File: config.mk
export PLATFORM = sky130hd
export DESIGN_NAME = smram_ctrl_decoder
export DESIGN_NICKNAME = d
export VERILOG_FILES = /design/src/rtl/smram_pkg.sv /design/src/rtl/smram_cfg_reg.sv /design/src/rtl/smram_decode.sv /design/src/rtl/smram_ctrl_decoder.sv
export SDC_FILE = /design/constraint.sdc
export NUM_CORES = 1
export LEC_CHECK = 0
export ABC_AREA = 1
export BUFFER_PORTS_ARGS = -buffer_cell sky130_fd_sc_hd__buf_2
export CORE_ASPECT_RATIO = 2
export CORE_MARGIN = 3
export CORE_UTILIZATION = 52
export CTS_CLUSTER_SIZE = 10
export DETAILED_ROUTE_END_ITERATION = 8
export PLACE_DENSITY = 0.94
export SLEW_MARGIN = 30
export SYNTH_ARGS = -nofsm -noshare
export SYNTH_HDL_FRONTEND = slang
export SYNTH_SLANG_ARGS = --single-unit
File: constraint.sdc
create_clock -name clk -period 8 [get_ports clk]
set_input_delay 0.4 -clock clk [delete_from_list [all_inputs] [get_ports clk]]
set_output_delay 0.4 -clock clk [all_outputs]
set_load 0.05 [all_outputs]
File: src/rtl/smram_pkg.sv
package smram_pkg;

    // register field positions used by the read/write path
    localparam int unsigned BIT_HIGH_EN = 7;
    localparam int unsigned BIT_ERR     = 6;
    localparam int unsigned BIT_EN      = 0;
    localparam logic [2:0]  FIXED_ONES  = 3'b111;

    typedef struct packed {
        logic       lock;
        logic       high_en;
        logic       err;
        logic [1:0] tseg_sz;
        logic       tseg_en;
    } cfg_state_t;

    localparam cfg_state_t CFG_RESET = '{lock: 1'b0, high_en: 1'b0, err: 1'b0,
                                         tseg_sz: 2'b00, tseg_en: 1'b0};

endpackage

File: src/rtl/smram_cfg_reg.sv
module smram_cfg_reg
    import smram_pkg::*;
(
    input  logic       clk,
    input  logic       rst_n,
    input  logic       wr_en,
    input  logic [7:0] wdata,
    input  logic       lock_in,
    input  logic       illegal_i,
    output logic [7:0] rdata_o,
    output logic       high_en_o,
    output logic [1:0] tseg_sz_o,
    output logic       tseg_en_o,
    output logic       err_o
);

    cfg_state_t st_d, st_q;
    logic       locked_now;
    logic       unused_wbits;

    assign unused_wbits = ^wdata[5:3];
    assign locked_now   = st_q.lock | lock_in;

    always_comb begin
        st_d      = st_q;
        st_d.lock = locked_now;
        if (wr_en) begin
            if (!locked_now) begin
                st_d.high_en = wdata[BIT_HIGH_EN];
                st_d.tseg_sz = wdata[2:1];
                st_d.tseg_en = wdata[BIT_EN];
            end
            if (wdata[BIT_ERR]) begin
                st_d.err = 1'b0;
            end
        end
        // a violation in the same cycle overrides the clear
        if (illegal_i) begin
            st_d.err = 1'b1;
        end
    end

    always_ff @(posedge clk or negedge rst_n) begin
        if (!rst_n) begin
            st_q <= CFG_RESET;
        end else begin
            st_q <= st_d;
        end
    end

    assign rdata_o   = {st_q.high_en, st_q.err, FIXED_ONES, st_q.tseg_sz, st_q.tseg_en};
    assign high_en_o = st_q.high_en;
    assign tseg_sz_o = st_q.tseg_sz;
    assign tseg_en_o = st_q.tseg_en;
    assign err_o     = st_q.err;

    AST_LOCK_STICKY: assert property (@(posedge clk) disable iff (!rst_n)
        st_q.lock |=> st_q.lock);
    AST_LOCKED_FIELDS: assert property (@(posedge clk) disable iff (!rst_n)
        st_q.lock |=> $stable({st_q.high_en, st_q.tseg_sz, st_q.tseg_en}));
    AST_ERR_SET: assert property (@(posedge clk) disable iff (!rst_n)
        illegal_i |=> st_q.err);
    AST_ERR_HOLD: assert property (@(posedge clk) disable iff (!rst_n)
        (st_q.err && !(wr_en && wdata[BIT_ERR])) |=> st_q.err);

endmodule

File: src/rtl/smram_decode.sv
module smram_decode #(
    parameter int unsigned        ADDR_W     = 32,
    parameter int unsigned        WIN_LOG2   = 17,
    parameter logic [ADDR_W-1:0]  HIGH_BASE  = 32'hFEDA_0000,
    parameter logic [ADDR_W-1:0]  LOW_BASE   = 32'h000A_0000,
    parameter int unsigned        SMALL_LOG2 = 19,
    parameter int unsigned        LARGE_LOG2 = 20
) (
    input  logic [ADDR_W-1:0] addr_i,
    input  logic              valid_i,
    input  logic              glb_en_i,
    input  logic              high_en_i,
    input  logic              tseg_en_i,
    input  logic [1:0]        tseg_sz_i,
    input  logic [ADDR_W-1:0] tom_i,
    input  logic              smm_i,
    input  logic              open_i,
    output logic [ADDR_W-1:0] mem_addr_o,
    output logic              remap_o,
    output logic              fwd_o,
    output logic              illegal_o
);

    localparam logic [ADDR_W-1:0] SMALL_BYTES = ADDR_W'(1) << SMALL_LOG2;
    localparam logic [ADDR_W-1:0] LARGE_BYTES = ADDR_W'(1) << LARGE_LOG2;
    localparam int unsigned       TAG_W       = ADDR_W - WIN_LOG2;

    logic              in_high;
    logic              high_act;
    logic              tseg_act;
    logic [ADDR_W-1:0] tseg_size;
    logic [ADDR_W-1:0] tseg_base;
    logic              in_tseg;
    logic              region_hit;

    always_comb begin
        in_high   = (addr_i[ADDR_W-1 -: TAG_W] == HIGH_BASE[ADDR_W-1 -: TAG_W]);
        high_act  = glb_en_i & high_en_i;
        // only size codes with the top bit set describe a window
        tseg_act  = glb_en_i & tseg_en_i & tseg_sz_i[1];
        tseg_size = tseg_sz_i[0] ? LARGE_BYTES : SMALL_BYTES;
        tseg_base = (tom_i >= tseg_size) ? (tom_i - tseg_size) : '0;
        in_tseg   = (addr_i >= tseg_base) && (addr_i < tom_i);

        remap_o    = valid_i & high_act & in_high;
        fwd_o      = valid_i & tseg_act & in_tseg;
        region_hit = remap_o | fwd_o;
        illegal_o  = region_hit & ~smm_i & ~open_i;

        mem_addr_o = addr_i;
        if (remap_o) begin
            mem_addr_o = {LOW_BASE[ADDR_W-1 -: TAG_W], addr_i[WIN_LOG2-1:0]};
        end
    end

endmodule

File: src/rtl/smram_ctrl_decoder.sv
module smram_ctrl_decoder #(
    parameter int unsigned        ADDR_W     = 32,
    parameter int unsigned        WIN_LOG2   = 17,
    parameter logic [ADDR_W-1:0]  HIGH_BASE  = 32'hFEDA_0000,
    parameter logic [ADDR_W-1:0]  LOW_BASE   = 32'h000A_0000,
    parameter int unsigned        SMALL_LOG2 = 19,
    parameter int unsigned        LARGE_LOG2 = 20
) (
    input  logic              clk,
    input  logic              rst_n,
    input  logic              cfg_we,
    input  logic [7:0]        cfg_wdata,
    output logic [7:0]        cfg_rdata,
    input  logic              smram_glb_en,
    input  logic              lock_in,
    input  logic              open_in,
    input  logic              smm_mode,
    input  logic [ADDR_W-1:0] tom,
    input  logic [ADDR_W-1:0] cpu_addr,
    input  logic              cpu_valid,
    output logic [ADDR_W-1:0] mem_addr,
    output logic              remap_hit,
    output logic              fwd_hub,
    output logic              err_flag
);

    logic       high_en;
    logic       tseg_en;
    logic [1:0] tseg_sz;
    logic       illegal;

    smram_cfg_reg u_reg (
        .clk       (clk),
        .rst_n     (rst_n),
        .wr_en     (cfg_we),
        .wdata     (cfg_wdata),
        .lock_in   (lock_in),
        .illegal_i (illegal),
        .rdata_o   (cfg_rdata),
        .high_en_o (high_en),
        .tseg_sz_o (tseg_sz),
        .tseg_en_o (tseg_en),
        .err_o     (err_flag)
    );

    smram_decode #(
        .ADDR_W     (ADDR_W),
        .WIN_LOG2   (WIN_LOG2),
        .HIGH_BASE  (HIGH_BASE),
        .LOW_BASE   (LOW_BASE),
        .SMALL_LOG2 (SMALL_LOG2),
        .LARGE_LOG2 (LARGE_LOG2)
    ) u_dec (
        .addr_i     (cpu_addr),
        .valid_i    (cpu_valid),
        .glb_en_i   (smram_glb_en),
        .high_en_i  (high_en),
        .tseg_en_i  (tseg_en),
        .tseg_sz_i  (tseg_sz),
        .tom_i      (tom),
        .smm_i      (smm_mode),
        .open_i     (open_in),
        .mem_addr_o (mem_addr),
        .remap_o    (remap_hit),
        .fwd_o      (fwd_hub),
        .illegal_o  (illegal)
    );

    AST_FWD_QUALIFIED: assert property (@(posedge clk) disable iff (!rst_n)
        fwd_hub |-> (cpu_valid && smram_glb_en && cfg_rdata[0]));
    AST_REMAP_QUALIFIED: assert property (@(posedge clk) disable iff (!rst_n)
        remap_hit |-> (cpu_valid && smram_glb_en && cfg_rdata[7]));
    AST_PASS_THROUGH: assert property (@(posedge clk) disable iff (!rst_n)
        !remap_hit |-> (mem_addr == cpu_addr));
    AST_REMAP_OFFSET: assert property (@(posedge clk) disable iff (!rst_n)
        remap_hit |-> (mem_addr[WIN_LOG2-1:0] == cpu_addr[WIN_LOG2-1:0]));
    AST_NO_FWD_RESERVED: assert property (@(posedge clk) disable iff (!rst_n)
        !cfg_rdata[2] |-> !fwd_hub);

endmodule

## Word level (Yosys, flattened, before mapping)

Cells that the tools add are included.

| cells by class | value |
|---|---|
| add/sub/neg operators | 1 |
| $mul | 0 |
| divide/modulo/power cells | 0 |
| order comparisons | 3 |
| equal/unequal tests | 1 |
| shift operators | 0 |
| mux-type cells | 7 |
| bitwise logic cells | 14 |
| reductions and logical operators | 5 |

Operator list:

| kind | number |
|---|---|
| greater-or-equal comparator 32 bit | 2 |
| 2-to-1 mux 32 bit | 2 |
| < comparator 32 bit | 1 |
| subtractor 32 bit | 1 |
| 2-to-1 mux 21 bit | 1 |
| == test 15 bit, second input constant | 1 |
| bitwise AND 1 bit | 9 |
| 2-to-1 mux 4 bit | 1 |
| AND reduction 2 bit | 2 |
| nonzero test 2 bit | 2 |
| 2-to-1 mux 3 bit | 1 |
| NOT 1 bit | 3 |
| 2-to-1 mux 1 bit | 2 |
| OR 1 bit | 2 |
| logical AND 1 bit | 1 |

| word-level totals | value |
|---|---|
| register bits | 6 |
| latch bits | 0 |
| bits in writable memories | 0 |
| ROM bits | 0 |
| output and inout bits | 43 |
| memories | 0 |

## Longest topological paths before layout

Gate-level depths: netlist (run 1).

| depth | value |
|---|---|
| depth in word-level cells | 11 |
| depth in mapped cells | 27 |

## Modules after synthesis

From an unflattened synthesis (run 1), not the netlist that was laid out.

| second synthesis, totals | value |
|---|---|
| cells, all modules | 441 |
| area, all modules | 2715.1 µm² |

By module, submodules not included:

| module | times used | cells an instance | area an instance (µm²) |
|---|---|---|---|
| smram_decode | 1 | 407 | 2406.1 |
| smram_cfg_reg | 1 | 34 | 309.0 |

## Worst setup path before layout (run 1)

No wires, ideal clock.

| timing | value |
|---|---|
| kind | register -> output |
| from | register u_reg.st_q, in the netlist u_reg.tseg_sz_o[0] |
| to | output port fwd_hub |
| data arrival time | 3140 ps |
| slack | 4460 ps |
| stages on the path, launching flop included | 23 |
| buffers on the path | 0 |
| cell sequence | dfrtp_1 -> inv_1 -> ha_1 -> inv_1 -> fa_1 -> or2_1 -> nor2_1 -> nand2_1 -> nor3_2 -> nand2_1 -> inv_1 -> nand3_1 -> xor2_1 -> nand2_1 -> ha_1 -> nand2_1 -> nor2_1 -> nand2_1 -> nor2_1 -> nand2_1 -> nand2_1 -> nand3_1 -> inv_1 |

| on the way | value |
|---|---|
| cells in the longest elaborated chain, start to end | 6 |
| elaborated cells between the ends (all ways) | 7 |
| classes of those cells | 1 x add/sub; 2 x order compare; 2 x mux; 1 x bitwise; 1 x reduce/logical |

RTL lines:

| what | RTL line | text |
|---|---|---|
| start, declared | smram_cfg_reg.sv:17 | `cfg_state_t st_d, st_q;` |
| start signal, assigned | smram_cfg_reg.sv:47 | `st_q <= st_d;` |
| 2-to-1 mux 21 bit * | smram_decode.sv:41 | `tseg_size = tseg_sz_i[0] ? LARGE_BYTES : SMALL_BYTES;` |
| subtractor 32 bit / greater-or-equal comparator 32 bit (equally long branches) | smram_decode.sv:42 | `tseg_base = (tom_i >= tseg_size) ? (tom_i - tseg_size) : '0;` |
| 2-to-1 mux 32 bit * | smram_decode.sv:42 |  |
| greater-or-equal comparator 32 bit * | smram_decode.sv:43 | `in_tseg = (addr_i >= tseg_base) && (addr_i < tom_i);` |
| logical AND 1 bit * | smram_decode.sv:43 |  |
| bitwise AND 1 bit * | smram_decode.sv:46 | `fwd_o = valid_i & tseg_act & in_tseg;` |
| end, declared | smram_ctrl_decoder.sv:23 | `output logic fwd_hub,` |

Mark *: on every way between the ends. The rest lies on a longest branch, timed or not.

## Final worst setup path (run 1)

Same ends and word-level chain as after synthesis.

==> impl_metrics.yaml, run 1 <==
outcome:
  status: "completed"
global_route:
  grt_pass1_vias: 3135
  antenna_found_initial: 0
  global_route_wire_length_before_repair_um: 12100
  gr-usage-all-layers: 0.246
  global_route.overflow_total: 0
  pin_count_of_the_biggest_net_entering_global_routing: 30
worst_setup_path:
  timing.critical_path.slowest_stage_cell: "sky130_fd_sc_hd__fa_1"
  critical-path-max-stage-delay_ns: 0.37
  cp_data_required_time_ns: 7.60
  crit-reg2reg-launch: "u_reg.tseg_sz_o[0]$_DFFE_PN0P_"
  path_cells: "inv_1, ha_1, inv_1, fa_1, or2_1, nor2_1, nand2_1, nor3_2, nand2_1, inv_1, nand3_1, xor2_1, nand2_1, ha_1, nand2_1, nor2_1, nand2_1, nor2_1, nand2_1, nand2_1, nand3_1, inv_1, buf_2"
  critPathLaunch: "u_reg.tseg_sz_o[0]$_DFFE_PN0P_"
  critical_path.startpoint_type: "flop"
  crit_path_frequent_cell: "sky130_fd_sc_hd__nand2_1"
  setup.worst_path.class: "flop to primary output"
  timing.critical_path.to_type: "primary output"
  path_max_fanout: 4
  worstPathArrival_ns: 3.84
synthesis:
  post-synth-top-area-fraction: 0.308
  synth_cell_type_count: 31
  synth_area_leader_cell: "sky130_fd_sc_hd__ha_1"
  postSynthCellCount: 423
  synth.yosys.seq_area_share: 0.0569
  synth-main-ff-cell: "sky130_fd_sc_hd__dfrtp_1"
  synth_area_per_cell_um2: 6.24
  cell_with_the_most_instances_after_synthesis: "sky130_fd_sc_hd__nand2_1"
  synth.cells.most_frequent: "106 x sky130_fd_sc_hd__nand2_1, 70 x sky130_fd_sc_hd__inv_1, 65 x sky130_fd_sc_hd__ha_1, 42 x sky130_fd_sc_hd__nor2_1, 27 x sky130_fd_sc_hd__a21oi_1"
  number_of_synthesized_flops_with_an_enable_pin: 0
  synth_register_bits: 6
  ys_top_cells_by_area: "sky130_fd_sc_hd__ha_1 31%, sky130_fd_sc_hd__nand2_1 15%, sky130_fd_sc_hd__inv_1 10%"
  synthArstFlopShare: 1.00
  ys_warn_count: 0
  synth_area_um2: 2640
sta:
  tightestPinTransition_ns: 0.673
  fin_crit_ns: 4.24
  slew_viol_final: 0
  rsz_0062_raised_after_global_routing: "no"
  crit_share_post_route: 0.530
  slew_headroom: 0.549
  fmaxAchievable_mhz: 236
  setup_total_negative_slack_ns: 0
  hold_ws_ns: 0.398
  timing_hold_violations_final: 0
  fin_skew_ns: 0.00131
  finalSetupViolations: 0
worst_hold_path:
  hp-class: "input pin to flop"
  hold_start: "lock_in"
cells_and_area:
  nNetsFinal: 659
  post_route_cells_drive_above_1_share: 0.260
  final_cell_area_um2: 3110
  syn2layout_area_growth_pct: 18.1
  number_of_diodes: 0
floorplan:
  count_of_standard_cell_rows: 36
  die_height_um: 107
  chipWidth_um: 56.4
  core_area_um2: 4910
  io-pin-count: 123
  start_util: 0.537
  die_area_um2: 6010
clock_network:
  clock_insertion_delay_worst_skew_ns: 0.22
  cts-root-buf: "sky130_fd_sc_hd__clkbuf_8"
  htree_levels: 1
  clk_path_buf_depth: 2
  postCtsSetupRepairBufs: 0
  cts_tree: "built"
  clkSlewWorstSetupHoldPaths_ns: 0.04
  tritoncts_num_sinks: 6
  cts_buffers: 3
routing:
  detail_route.wirelength_um: 7580
  drt-wirelength-per-cell_um: 13.3
  detailedRoute.firstPassIterationCount: 4
  drc: 0
  vias: 3041
  ant_nets: 0
  first_iter_violations: 87
  vias_per_cell: 5.35
pwr:
  vdd_drop_max_uv: 131
  p_leak_uw: 0.00201
  p_per_area_nw_per_um2: 76.6
placed_design:
  gp_congestion: 0.902
  placed_cell_area_um2: 3060
  dpl.hpwl_um: 6610
  portBuffers: 116
job:
  maxCapViolations: 0
## path summary, 6_finish.rpt
| kind | slack [ns] | cells after the start | endpoint |
|---|---|---|---|
| max | 3.76 | 23 | fwd_hub |
| min | 0.40 | 3 | u_reg.st_q[5]$_DFF_PN0_ |
| max reg2reg | 4.35 | 24 | u_reg.err_o$_DFFE_PN0P_ |
| min reg2reg | 0.47 | 2 | u_reg.st_q[5]$_DFF_PN0_ |
| max in group asynchronous | 7.30 | 2 | u_reg.tseg_sz_o[0]$_DFFE_PN0P_ |
| min in group asynchronous | 0.55 | 2 | u_reg.tseg_sz_o[1]$_DFFE_PN0P_ |
## routing by layer
layer / GRT usage / share of wire / up-vias
met1: 0.201 / 0.31 / 1337
met2: 0.523 / 0.57 / 145
met4: 0.156 / 0.064 / 0
met3: 0.0169 / 0.052 / 43
li1: - / - / 1516
met5: 0 / 0 / -
## layout make-up
class,instances,area [um2]
repair buffers,117,591
inverters,71,267
flip-flops and latches,6,150
clock buffers,3,41.3
multi-input cells,314,1990
fillers,459,1800
well taps,57,71.3
## cells in the final DEF, fill, tap and decap left out, types with 3 or more instances in the layout
cell | Yosys | routed
sky130_fd_sc_hd__a21oi_1 | 27 | 27
sky130_fd_sc_hd__dfrtp_1 | 6 | 6
sky130_fd_sc_hd__ha_1 | 65 | 65
sky130_fd_sc_hd__nor2_1 | 42 | 42
sky130_fd_sc_hd__inv_1 | 70 | 70
sky130_fd_sc_hd__nand3_1 | 20 | 20
sky130_fd_sc_hd__nand2_1 | 106 | 106
sky130_fd_sc_hd__nand4_1 | 10 | 10
sky130_fd_sc_hd__nor3_1 | 6 | 5
sky130_fd_sc_hd__buf_2 | 2 | 116
sky130_fd_sc_hd__mux2_2 | 3 | 3
sky130_fd_sc_hd__nor4_1 | 3 | 3
sky130_fd_sc_hd__a21o_1 | 3 | 3
sky130_fd_sc_hd__o21ai_0 | 9 | 9
sky130_fd_sc_hd__xor2_1 | 3 | 3
sky130_fd_sc_hd__conb_1 | 1 | 3
sky130_fd_sc_hd__clkbuf_8 | 0 | 3
## power by group
| part | switching (uW) | total [uW] | internal [uW] |
|---|---|---|---|
| registers | 0 | 30.5 | 30.5 |
| clock network | 12.7 | 45.0 | 32.3 |
| logic | 106 | 163 | 57.3 |
## timing repair
item,in CTS,in global routing
endpoints found under the hold margin,6,0
resized for setup,0,0
hold buffers,1,0
## through the flow
| stage | utilization | instances | setup slack [ns] | power (uW) |
|---|---|---|---|---|
| 6_report | 0.634 | 568 | 3.76 | 238 |
| 5_1_grt | 0.634 | 568 | 3.38 | 259 |
| 4_1_cts | 0.633 | 568 | 3.78 | 239 |
| 3_5_place_dp | 0.623 | 564 | 4.01 | 192 |
| 3_3_place_gp | 0.623 | 564 | 4.11 | 185 |
| 2_1_floorplan | - | 425 | 4.46 | 144 |
## registers in the layout, indices dropped and copies added, names as in the netlist
name             flops
u_reg.tseg_sz_o      2
u_reg.st_q           1
u_reg.tseg_en_o      1
u_reg.high_en_o      1
u_reg.err_o          1
## cell families after synthesis
family / after synthesis / share of synthesized area
compound gates: 42 / 0.0887
xor+xnor: 3 / 0.00996
fa+ha+maj: 66 / 0.316
buf+inv: 105 / 0.192
flops: 6 / 0.0569
mux: 3 / 0.0128
other cells: 1 / 0.00142
simple gates: 197 / 0.323
## critical path: cells and delay by family (launching register included)
| kind | cells | cell delay, ns |
|---|---|---|
| simple gates | 14 | 1.63 |
| flops | 1 | 0.36 |
| fa+ha+maj | 3 | 0.86 |
| buf+inv | 5 | 0.63 |
| xor+xnor | 1 | 0.15 |
(Power assumes the default switching activity.)
==> inputs of run 2 (changes only) <==
CORE_UTILIZATION = 49   (was 52)
PLACE_DENSITY = 0.89   (was 0.94)
clock period = 4.3 ns   (was 8 ns; I/O delays follow)
==> run 2 against run 1 <==
Compared with the run above:
- design area up 0.20%
- routed wire length down 0.75%
- power up 86%
- hold slack worse by 0.18 ns
- core utilization down 3.2 points
- clock skew about the same
- non-clock buffer count unchanged
- register-to-register slack worse by 3.6 ns
- first-iteration DRC count down 20%
- critical path depth unchanged
- global-route usage down 0.88 points
- cell count up 0.18%
==> impl_metrics.yaml, run 2 (synthesis gave the netlist of run 1 again) <==
clock_network:
  cts_tree: "built"
  cts-root-buf: "sky130_fd_sc_hd__clkbuf_8"
  htree_levels: 1
  cts_buffers: 3
  clkSlewWorstSetupHoldPaths_ns: 0.04
  tritoncts_num_sinks: 6
  clock_insertion_delay_worst_skew_ns: 0.22
  clk_path_buf_depth: 2
cells_and_area:
  fill_cell_count: 515
  number_of_diodes: 0
  syn2layout_area_growth_pct: 18.3
  largest_register_ffs: 2
  final_cell_area_um2: 3120
  most_used_cells_in_the_layout_excluding_fill_and_tap_cells: "115 x sky130_fd_sc_hd__buf_2, 106 x sky130_fd_sc_hd__nand2_1, 69 x sky130_fd_sc_hd__inv_1"
  nNetsFinal: 659
  post_route_cells_drive_above_1_share: 0.264
  most_frequent_standard_cell_in_the_layout_excluding_fill_and_tap_cells: "sky130_fd_sc_hd__buf_2"
  total_area_of_sequential_cells_um2: 150
  multiInputGateArea_um2: 2000
routing:
  drt-wirelength-per-cell_um: 13.2
  detailedRoute.firstPassIterationCount: 4
  vias_per_cell: 5.25
  first_iter_violations: 70
  ant_nets: 0
  detail_route.wirelength_um: 7520
  vias: 2987
  drc: 0
sta:
  finalSetupViolations: 0
  fin_crit_ns: 3.96
  setup_total_negative_slack_ns: 0
  slew_headroom: 0.555
  fin_skew_ns: 0.00134
  timing_hold_violations_final: 0
  slew_viol_final: 0
  fmaxAchievable_mhz: 253
  hold_ws_ns: 0.214
  tightestPinTransition_ns: 0.664
  crit_share_post_route: 0.921
global_route:
  global_route.overflow_total: 0
  gr-usage-all-layers: 0.237
  global_route_wire_length_before_repair_um: 12100
  pin_count_of_the_biggest_net_entering_global_routing: 30
  antenna_found_initial: 0
  grt_pass1_vias: 3062
pwr:
  switching_part_of_the_total_power: 0.495
  p_per_area_nw_per_um2: 142
  power.internal_uw: 223
  finalPower_uw: 443
  part_of_the_power_in_combinational_logic: 0.682
  p_leak_uw: 0.00201
  clkPwrFrac: 0.190
  power_frac_seq: 0.128
  vdd_drop_max_uv: 234
  p_sw_uw: 219
worst_setup_path:
  crit_path_frequent_cell: "sky130_fd_sc_hd__nand2_1"
  critical-path-top-delay-family: "simple AND/OR/NAND/NOR gates"
  path_cells: "inv_2, ha_1, inv_1, fa_1, or2_1, nor2_2, nand2_1, nor3_2, nand2_1, inv_1, nand3_1, xor2_1, nand2_1, ha_1, nand2_1, nor2_1, nand2_1, nor2_1, nand2_1, nand2_1, nand3_1, inv_1, buf_4"
  critical_path.startpoint_type: "flop"
  path_max_fanout: 4
  worstPathArrival_ns: 3.74
  setup.worst_path.class: "flop to primary output"
  timing.critical_path.slowest_stage_cell: "sky130_fd_sc_hd__dfrtp_1"
  cp_data_required_time_ns: 4.09
  timing.critical_path.to_type: "primary output"
  critPathBufInv: 5
  critical-path-max-stage-delay_ns: 0.39
placed_design:
  placed_cell_area_um2: 3060
  dpl.hpwl_um: 6670
  gp_congestion: 0.906
  portBuffers: 116
outcome:
  status: "completed"
floorplan:
  io-pin-count: 123
  chipWidth_um: 57.9
  start_util: 0.509
  die_area_um2: 6350
  die_height_um: 110
  count_of_standard_cell_rows: 37
  core_area_um2: 5180
worst_hold_path:
  hp-class: "input pin to flop"
job:
  maxCapViolations: 0
==> run 2: power groups by stage <==
stage / combinational, uW / sequential, uW / clock [uW]
after global routing: 339 / 56.7 / 89.6
after CTS: 302 / 56.8 / 85.5
after floorplan: 210 / 57.5 / 0
after detailed placement: 299 / 57.5 / 0
final: 302 / 56.8 / 83.9
after global placement: 287 / 57.5 / 0
==> run 2: worst paths after layout <==
kind                                                 from                              to  slack, ns  cells after the start
setup / recovery           u_reg.tseg_sz_o[0]$_DFFE_PN0P_                         fwd_hub       0.34                     23
min in group asynchronous                           rst_n     u_reg.high_en_o$_DFFE_PN0P_       0.36                      2
max in group asynchronous                           rst_n  u_reg.tseg_sz_o[0]$_DFFE_PN0P_       3.79                      2
setup reg to reg           u_reg.tseg_sz_o[0]$_DFFE_PN0P_         u_reg.err_o$_DFFE_PN0P_       0.74                     24
hold reg to reg                   u_reg.st_q[5]$_DFF_PN0_         u_reg.st_q[5]$_DFF_PN0_       0.47                      2
hold / removal                                    lock_in         u_reg.st_q[5]$_DFF_PN0_       0.21                      3
==> run 2: cell type report <==
cell class	instances	area share
multi-input cells	314	0.640
repair buffers	117	0.190
inverters	71	0.0854
flip-flops and latches	6	0.0481
well taps	58	0.0233
clock buffers	3	0.0132
==> run 2: metrics by stage <==
stage | util | instances | setup slack [ns]
3_3_place_gp | 0.590 | 565 | 0.655
6_report | 0.602 | 569 | 0.342
3_5_place_dp | 0.590 | 565 | 0.470
5_1_grt | 0.602 | 569 | -0.00687
4_1_cts | 0.600 | 569 | 0.219
2_1_floorplan | - | 425 | 0.945
==> run 2: repair_timing <==
action | 4_1_cts | 5_1_grt
setup buffers | 0 | 0
setup endpoints to repair | 0 | 1
endpoints found under the hold margin | 6 | 0
hold buffers | 1 | 0
resized for setup | 0 | 4
==> run 2: routing by layer <==
layer / track usage / share of wire / vias up
met5: 0 / 0 / -
met4: 0.118 / 0.039 / 0
met3: 0.0106 / 0.048 / 30
met2: 0.497 / 0.59 / 113
met1: 0.217 / 0.33 / 1329
li1: - / - / 1515
==> run 2: tightest hold or removal path: stages <==
cell and delay (ns):
sky130_fd_sc_hd__buf_2 0.08, sky130_fd_sc_hd__inv_1 0.04, sky130_fd_sc_hd__nand2_1 0.06
